[src/rtl/smul_pkg.sv]
`timescale 1ns/1ps
package smul_pkg;

  // Control lines selected by one three-bit group of the multiplier
  typedef struct packed {
    logic one;   // pick multiplicand
    logic two;   // pick multiplicand shifted left by one
    logic neg;   // invert and add a correction bit
  } booth_sel_t;

  // trip = {b[2i+1], b[2i], b[2i-1]}
  function automatic booth_sel_t booth_decode(input logic [2:0] trip);
    booth_sel_t s;
    s.one = trip[1] ^ trip[0];
    s.two = (trip[2] & ~trip[1] & ~trip[0]) | (~trip[2] & trip[1] & trip[0]);
    s.neg = trip[2] & ~(trip[1] & trip[0]);
    return s;
  endfunction

endpackage

[src/rtl/smul_booth_row.sv]
`timescale 1ns/1ps
// One partial-product row; each bit cell decodes the group itself.
module smul_booth_row #(
  parameter int ROW_W = 16
) (
  input  logic [2:0]       trip,
  input  logic [ROW_W-1:0] mcand,
  output logic [ROW_W-1:0] row,
  output logic             neg
);
  import smul_pkg::*;

  booth_sel_t sel_row;
  assign sel_row = booth_decode(trip);
  assign neg     = sel_row.neg;

  for (genvar j = 0; j < ROW_W; j++) begin : g_cell
    booth_sel_t sel_c;
    logic       x_lo;
    assign sel_c = booth_decode(trip);
    if (j == 0) begin : g_lsb
      assign x_lo = 1'b0;
    end else begin : g_mid
      assign x_lo = mcand[j-1];
    end
    assign row[j] = ((sel_c.one & mcand[j]) | (sel_c.two & x_lo)) ^ sel_c.neg;
  end

endmodule

[src/rtl/smul_csa.sv]
`timescale 1ns/1ps
// 3:2 carry-save stage; the carry vector comes out already shifted by one.
module smul_csa #(
  parameter int W = 16
) (
  input  logic [W-1:0] in_a,
  input  logic [W-1:0] in_b,
  input  logic [W-1:0] in_c,
  output logic [W-1:0] sum,
  output logic [W-1:0] carry
);
  assign carry[0] = 1'b0;

  for (genvar j = 0; j < W; j++) begin : g_bit
    assign sum[j] = in_a[j] ^ in_b[j] ^ in_c[j];
    if (j < W - 1) begin : g_cy
      assign carry[j+1] = (in_a[j] & in_b[j]) | (in_a[j] & in_c[j]) | (in_b[j] & in_c[j]);
    end
  end

endmodule

[src/rtl/smul_cla.sv]
`timescale 1ns/1ps
// Carry-lookahead adder, modulo 2^W: full lookahead inside each group,
// group carries chained between groups.
module smul_cla #(
  parameter int W   = 16,
  parameter int GRP = 4
) (
  input  logic [W-1:0] in_a,
  input  logic [W-1:0] in_b,
  output logic [W-1:0] sum
);
  localparam int NG = W / GRP;

  logic [W-1:0]  gen, prop;
  logic [NG-1:0] gcar;

  assign gen     = in_a & in_b;
  assign prop    = in_a ^ in_b;
  assign gcar[0] = 1'b0;

  for (genvar gi = 0; gi < NG; gi++) begin : g_grp
    logic [GRP-1:0] gg, pp, cc;
    assign gg = gen[gi*GRP +: GRP];
    assign pp = prop[gi*GRP +: GRP];

    always_comb begin
      logic term;
      for (int k = 0; k < GRP; k++) begin
        cc[k] = gcar[gi];
        for (int m = 0; m < k; m++) cc[k] = cc[k] & pp[m];
        for (int m = 0; m < k; m++) begin
          term = gg[m];
          for (int q = m + 1; q < k; q++) term = term & pp[q];
          cc[k] = cc[k] | term;
        end
      end
    end

    assign sum[gi*GRP +: GRP] = pp ^ cc;

    if (gi < NG - 1) begin : g_out
      assign gcar[gi+1] = gg[GRP-1] | (pp[GRP-1] & cc[GRP-1]);
    end
  end

endmodule

[src/rtl/smul_booth_top.sv]
`timescale 1ns/1ps
module smul_booth_top #(
  parameter int OPW = 8,
  parameter int GRP = 4
) (
  input  logic             clk,
  input  logic             rst,
  input  logic [OPW-1:0]   op_a,
  input  logic [OPW-1:0]   op_b,
  input  logic             is_signed,
  output logic [2*OPW-1:0] product
);
  localparam int EXTW = OPW + 2;
  localparam int ND   = EXTW / 2;
  localparam int PW   = 2 * OPW;

  logic [EXTW-1:0] ext_a, ext_b;
  logic [EXTW:0]   mplr_z;
  logic [PW-1:0]   mcand;
  logic [PW-1:0]   row_raw [ND];
  logic [PW-1:0]   rows    [ND];
  logic [ND-1:0]   neg_vec;

  // Mode-dependent widening by two bits
  assign ext_a  = {{2{is_signed & op_a[OPW-1]}}, op_a};
  assign ext_b  = {{2{is_signed & op_b[OPW-1]}}, op_b};
  assign mcand  = {{(PW-EXTW){ext_a[EXTW-1]}}, ext_a};
  assign mplr_z = {ext_b, 1'b0};

  for (genvar i = 0; i < ND; i++) begin : g_row
    smul_booth_row #(.ROW_W(PW)) u_row (
      .trip  (mplr_z[2*i+2 -: 3]),
      .mcand (mcand),
      .row   (row_raw[i]),
      .neg   (neg_vec[i])
    );
    if (i == 0) begin : g_first
      assign rows[i] = row_raw[i];
    end else begin : g_next
      // previous row's correction bit fills a free low slot of this row
      assign rows[i] = (row_raw[i] << (2*i)) | (PW'(neg_vec[i-1]) << (2*i-2));
    end
  end

  logic [PW-1:0] s1, c1, s2, c2, s3, c3, total;

  smul_csa #(.W(PW)) u_csa1 (.in_a(rows[0]), .in_b(rows[1]), .in_c(rows[2]), .sum(s1), .carry(c1));
  smul_csa #(.W(PW)) u_csa2 (.in_a(rows[3]), .in_b(rows[4]), .in_c(s1),      .sum(s2), .carry(c2));
  smul_csa #(.W(PW)) u_csa3 (.in_a(c1),      .in_b(s2),      .in_c(c2),      .sum(s3), .carry(c3));

  smul_cla #(.W(PW), .GRP(GRP)) u_cla (.in_a(s3), .in_b(c3), .sum(total));

  always_ff @(posedge clk) begin
    if (rst) product <= '0;
    else     product <= total;
  end

endmodule

[config.mk]
export PLATFORM = sky130hd
export DESIGN_NAME = smul_booth_top
export DESIGN_NICKNAME = d
export VERILOG_FILES = /design/src/rtl/smul_pkg.sv /design/src/rtl/smul_booth_row.sv /design/src/rtl/smul_csa.sv /design/src/rtl/smul_cla.sv /design/src/rtl/smul_booth_top.sv
export SDC_FILE = /design/constraint.sdc
export NUM_CORES = 1
export LEC_CHECK = 0
export ABC_AREA = 1
export BUFFER_PORTS_ARGS = -buffer_cell sky130_fd_sc_hd__buf_2
export CAP_MARGIN = 10
export CORE_MARGIN = 2
export CORE_UTILIZATION = 30
export CTS_CLUSTER_DIAMETER = 120
export DETAILED_ROUTE_END_ITERATION = 7
export GPL_TIMING_DRIVEN = 0
export PLACE_DENSITY = 0.51
export SKIP_CTS_REPAIR_TIMING = 1
export SLEW_MARGIN = 5
export SYNTH_ARGS = -nofsm -noshare
export SYNTH_HDL_FRONTEND = slang
export SYNTH_SLANG_ARGS = --single-unit
[constraint.sdc]
create_clock -name clk -period 6.8 [get_ports clk]
set_input_delay 0 -clock clk [delete_from_list [all_inputs] [get_ports clk]]
set_output_delay 0 -clock clk [all_outputs]
set_load 0.01 [all_outputs]
==> flow_summary_export.csv, run 1 <==
group,metric,value,unit
synthesis,yosys-top-cells-area,"fa_1 (25%), dfxtp_1 (13%), xor2_1 (13%)",
power,peakVddDrop,107,µV
power,seqPwrFrac,0.146,
floorplan,die_y,94.7,µm
clocking,cts_root_buffer,"clkbuf_8",
placed_design,place_congestion,0.859,
route,ant_nets,0,
grt,grt-ovfl-total,0,
power,power.internal,0.498,mW
route,met2WireLength,2410,µm
critical_path,crit_family,"adder cells",
grt,antenna_found_initial,0,
route,drc,0,
route,viasPerCell,4.55,
placed_design,pre_cts_slack,1020,ps
power,p_switching,0.457,mW
clocking,clock-sinks,16,
final_layout,regMostFlops,"product",
timing,fin_crit_sh,0.810,
critical_path,critical_path_arrival,5660,ps
critical_path,critical_path.slowest_cell,"fa_1",
timing,setup-tns-final,0,ps
synthesis,synth_top_area_frac,0.251,
synthesis,seq_area_frac_synth,0.130,
grt,grt_pass1_wl,8780,µm
route,via_count,2009,
clocking,cts_tree,"yes",
route,dr.max_layer_used,"met4",
critical_path,crit_buf_inv,6,
synthesis,netlist.top_cell.by_area,"fa_1",
synthesis,ys_ff_latch,16,
route,firstDrtPassIters,4,
critical_path,endpoint_kind,"flip-flop",
timing,setup_viol,0,
final_layout,reg_top3,"product (16)",
floorplan,std_cell_rows,33,
timing,rsz0062_at_grt,"false",
clocking,path_clk_slew,70,ps
synthesis,synth.most_common_cell,"inv_1",
power,power.density,339,nW/µm²
synthesis,yosys_warnings,0,
final_layout,final_core_util,0.349,
synthesis,syn_area_per_cell,8.26,µm²
grt,grt_start_max_net_pins,11,
critical_path,criticalPathCategory,"input port to flip-flop",
timing,maxSlewHeadroom,0.451,
synthesis,syn_nets,374,
synthesis,async_flop_share,0,
critical_path,setup.worst_path.start,"op_b[2]",
final_layout,largest_reg_flops,16,
clocking,cts_made_buffers,3,
timing,fmax,181,MHz
timing,slew_violations,0,
run_status,outcome,"finished clean",
power,clkPwrFrac,0.077,
synthesis,synth_edf_count,0,
synthesis,synth_common_cells,"inv_1 (56), nand2_1 (36), xor2_1 (36)",
synthesis,ys.flop_type,"dfxtp_1",
route,wl,5190,µm
worst_hold_path,hp-class,"input port to flip-flop",
clocking,cts_max_path_buffers,2,
synthesis,synth.distinct_cells,25,
timing,hold_viol_final,0,
critical_path,critPathLaunchType,"input port",
final_layout,num_antenna_cells,0,
placed_design,portBuffers,34,
route,wl_per_cell,11.7,µm
timing,period_minus_slack,5510,ps
floorplan,die_w,94.7,µm
grt,grt_pass1_vias,1914,
flow_run,cap_viol_max_count,0,
synthesis,syn_inst,299,
final_layout,drive_gt1_frac,0.151,
critical_path,worstPathRequired,6950,ps
final_layout,nNetsFinal,414,
grt,grt.total_usage,0.124,
route,wl_met1,2480,µm
final_layout,fill_cells,899,
synthesis,netlist_area,2470,µm²
timing,setup_ws,1290,ps
power,p_sw_frac,0.479,
power,combinationalPowerShare,0.777,
floorplan,core_area,8090,µm²
critical_path,path_common_cell,"nand2_1",
clocking,htreeDepth,1,
floorplan,die_area,8970,µm²
floorplan,ios,35,
critical_path,worstPathMaxFanout,9,
floorplan,start_util,0.305,
route,wl_met3,195,µm
final_layout,syn_to_final_growth,14.3,%
worst_hold_path,min-delay-start,"op_b[1]",
placed_design,dp_hpwl,4410,µm
route,drt-initial-drc-count,73,
timing,worstMarginPinSlew,818,ps
critical_path,crit_path_max_incr_delay,480,ps
power,leakage,1.46,nW
-- power groups by stage --
stage	Sequential, mW	Combinational, mW	Clock, mW
floorplan	0.161	0.581	0
global placement	0.141	0.742	0
detailed placement	0.142	0.756	0
CTS	0.140	0.759	0.0776
global route	0.142	0.889	0.0808
finish	0.139	0.742	0.0735
-- stage by stage --
stage | instances | power (mW) | hold WS [ps] | area [µm²]
6_report | 442 | 0.955 | 169 | 2820
5_1_grt | 442 | 1.11 | 210 | 2820
4_1_cts | 441 | 0.977 | -25.2 | 2810
3_5_place_dp | 438 | 0.898 | 245 | 2770
3_3_place_gp | 438 | 0.883 | 243 | 2770
2_1_floorplan | 299 | 0.742 | 71.2 | 2470
-- placed cells by master, fill, tap and decap left out, drive strengths merged --
master / synthesis / final
a21oi: 3 / 3
clkinv: 3 / 3
inv: 60 / 60
nor2: 22 / 22
buf: 1 / 35
nand3b: 1 / 1
o21a: 3 / 3
or2: 1 / 1
clkbuf: 1 / 4
nand3: 5 / 5
xnor2: 4 / 4
o22ai: 29 / 29
o21bai: 1 / 1
fa: 31 / 31
o211ai: 1 / 1
dfxtp: 16 / 16
nand2: 39 / 39
dlygate4sd3: 0 / 1
ha: 25 / 25
nor3: 2 / 2
xor2: 36 / 36
o21ai: 15 / 15
-- per-layer routing --
metal / vias up / track usage
met2: 49 / 0.207
met4: 0 / 0.0471
met5: - / 0
met3: 10 / 0.0144
li1: 1029 / -
met1: 921 / 0.163
-- cells by family (layout without fill, tap and decap cells) --
logic type / after synthesis / after routing / synth area share
AND/OR/NAND/NOR: 70 / 70 / 0.119
XOR/XNOR: 40 / 40 / 0.142
adder cells (fa/ha/maj): 56 / 56 / 0.378
buffers and inverters: 65 / 103 / 0.100
flip-flops: 16 / 16 / 0.130
AO/OA/AOI/OAI: 52 / 52 / 0.131
-- final cells by class --
type	count	area (µm²)	area share
Multi-Input combinational cell	218	1900	0.674
Sequential cell	16	320	0.114
Inverter	63	236	0.0838
Timing Repair Buffer	35	180	0.0639
Tap cell	105	131	0.0466
Clock buffer	3	41.3	0.0146
Buffer	2	11.3	0.00399
-- final timing paths --
check / end / slack [ps] / cells after the start
max: product[15] / 1290 / 34
min: product[0] / 170 / 4
-- worst min-delay path, delay by kind of cell --
| kind | cells | cell delay, ps |
|---|---|---|
| adder cells (fa/ha/maj) | 1 | 150 |
| buffers and inverters | 1 | 110 |
| XOR/XNOR | 1 | 60 |
| AND/OR/NAND/NOR | 1 | 70 |
Power figures use the tool's default switching activity.
==> run 2: changes to the inputs <==
clock period = 5.3 ns   (was 6.8 ns; I/O delays follow)
==> run 2 against run 1 <==
Effect of this change:
- via count grew 2.8%
- sequential share of layout area shrank 0.76 points
- global-route usage is the same
- wire length grew 3.5%
- hold slack gained 3.5 ps
- critical path depth is the same
- clock power grew 28%
- critical endpoint unchanged
==> flow_summary_export.csv, run 2 (synthesis results as in run 1) <==
group,metric,value,unit
route,drt-initial-drc-count,99,
clocking,htreeDepth,1,
timing,setup-tns-final,0,ps
power,power.density,443,nW/µm²
critical_path,setup.worst_path.start,"op_b[2]",
final_layout,postLayoutCellArea,3020,µm²
worst_hold_path,hp-class,"input port to flip-flop",
placed_design,place_congestion,0.859,
final_layout,drive_gt1_frac,0.230,
clocking,cts_root_buffer,"clkbuf_8",
placed_design,place_area,2770,µm²
grt,busiest_layer,"met2",
clocking,cts_made_buffers,3,
clocking,cts_max_path_buffers,2,
timing,rsz0062_at_grt,"false",
route,ant_nets,0,
final_layout,final_cell_mix,"inv_1 (55), xor2_1 (36), nand2_1 (35), buf_2 (32), fa_1 (29)",
critical_path,worstPathMaxFanout,4,
critical_path,critPathLaunchType,"input port",
final_layout,regMostFlops,"product",
floorplan,std_cell_rows,33,
worst_hold_path,min-delay-start,"op_b[1]",
timing,slew_violations,0,
critical_path,endpoint_kind,"flip-flop",
timing,fmax,201,MHz
timing,setup_viol,0,
grt,grt.total_usage,0.124,
clocking,path_clk_slew,70,ps
final_layout,final_common_cell,"inv_1",
placed_design,placed_cells,438,
clocking,cts_tree,"yes",
route,viasPerCell,4.56,
grt,grt_start_max_net_pins,11,
final_layout,reg_top3,"product (16)",
grt,grtUsageMet2,0.207,
critical_path,critical_path.slowest_cell,"fa_1",
route,firstDrtPassIters,4,
clocking,clock-sinks,16,
critical_path,path_common_cell,"nand2_1",
placed_design,portBuffers,34,
critical_path,cp-endpoint,"product[15]",
critical_path,criticalPathCategory,"input port to flip-flop",
power,total_power,1.34,mW
timing,period_minus_slack,4980,ps
power,leakage,1.51,nW
route,drc,0,
power,peakVddDrop,158,µV
route,wl,5380,µm
final_layout,fill_cells,882,
timing,maxSlewHeadroom,0.451,
final_layout,syn_to_final_growth,22.5,%
floorplan,die_w,94.7,µm
grt,grt_pass1_vias,1914,
critical_path,critical_path_arrival,5130,ps
critical_path,worstPathRequired,5450,ps
timing,hold_viol_final,0,
final_layout,nNetsFinal,425,
timing,worstMarginPinSlew,818,ps
grt,antenna_found_initial,0,
grt,gr-usage-met3,0.0144,
critical_path,crit_path_max_incr_delay,480,ps
route,wl_per_cell,11.9,µm
grt,use_met1,0.163,
floorplan,ios,35,
grt,grt-ovfl-total,0,
floorplan,die_area,8970,µm²
timing,fin_crit_sh,0.940,
floorplan,die_y,94.7,µm
flow_run,cap_viol_max_count,0,
floorplan,start_util,0.305,
floorplan,core_area,8090,µm²
final_layout,instances_no_fill,453,
placed_design,dp_hpwl,4410,µm
final_layout,largest_reg_flops,16,
route,via_count,2066,
final_layout,num_antenna_cells,0,
run_status,outcome,"finished clean",
grt,grt_pass1_wl,8780,µm
==> run 2: cell count changes in the layout (fill, tap and decap cells not counted), sizes merged <==
| cell | change |
|---|---|
| buf | +10 |
| clkbuf | +1 |
| clkinvlp | +3 |
| clkinv | -3 |
==> run 2: worst max-delay path, delay by kind of cell <==
family | cells | cell delay, ps
AOI/OAI and AO/OA | 4 | 760
xor gates and xnor gates | 1 | 190
adders and majority gates | 10 | 2590
buffers and inverters | 6 | 460
and+or+nand+nor | 13 | 1130
==> run 2: routing by layer <==
layer,routed length [µm],up-vias
met2,2550,54
met3,216,10
li1,-,1048
met5,0,-
met1,2500,954
met4,112,0
==> run 2: final cells by class <==
| type | count | area (µm²) | area share |
|---|---|---|---|
| multi-input cells | 218 | 2000 | 0.662 |
| flip-flops and latches | 16 | 320 | 0.106 |
| repair buffers | 46 | 268 | 0.0885 |
| inverters | 63 | 248 | 0.0819 |
| well taps | 105 | 131 | 0.0434 |
| clock buffers | 3 | 41.3 | 0.0137 |
| plain buffers | 2 | 15.0 | 0.00496 |
==> run 2: stage by stage <==
| step | setup WS [ps] | hold WS, ps | utilization |
|---|---|---|---|
| 6_report | 319 | 172 | 0.374 |
| 4_1_cts | -227 | -25.2 | 0.347 |
| 3_3_place_gp | -470 | 243 | 0.342 |
| 5_1_grt | 30.3 | 206 | 0.374 |
| 3_5_place_dp | -475 | 245 | 0.342 |
| 2_1_floorplan | 76.9 | 71.2 | - |
==> run 2: worst min-delay path by stage <==
stage | slack (ps) | endpoint | depth (start not counted)
2_1_floorplan | 70 | product[3] | 1
3_3_place_gp | 240 | product[2] | 2
3_5_place_dp | 240 | product[2] | 2
4_1_cts | -30 | product[2] | 2
5_1_grt | 210 | product[0] | 4
6_report | 170 | product[0] | 4
==> run 2: power by group <==
| part | internal [mW] | leakage (nW) | total, mW | switching (mW) |
|---|---|---|---|---|
| clock network | 0.0504 | 0.0216 | 0.0944 | 0.0439 |
| logic | 0.500 | 1.35 | 1.07 | 0.566 |
| registers | 0.171 | 0.133 | 0.179 | 0.00807 |
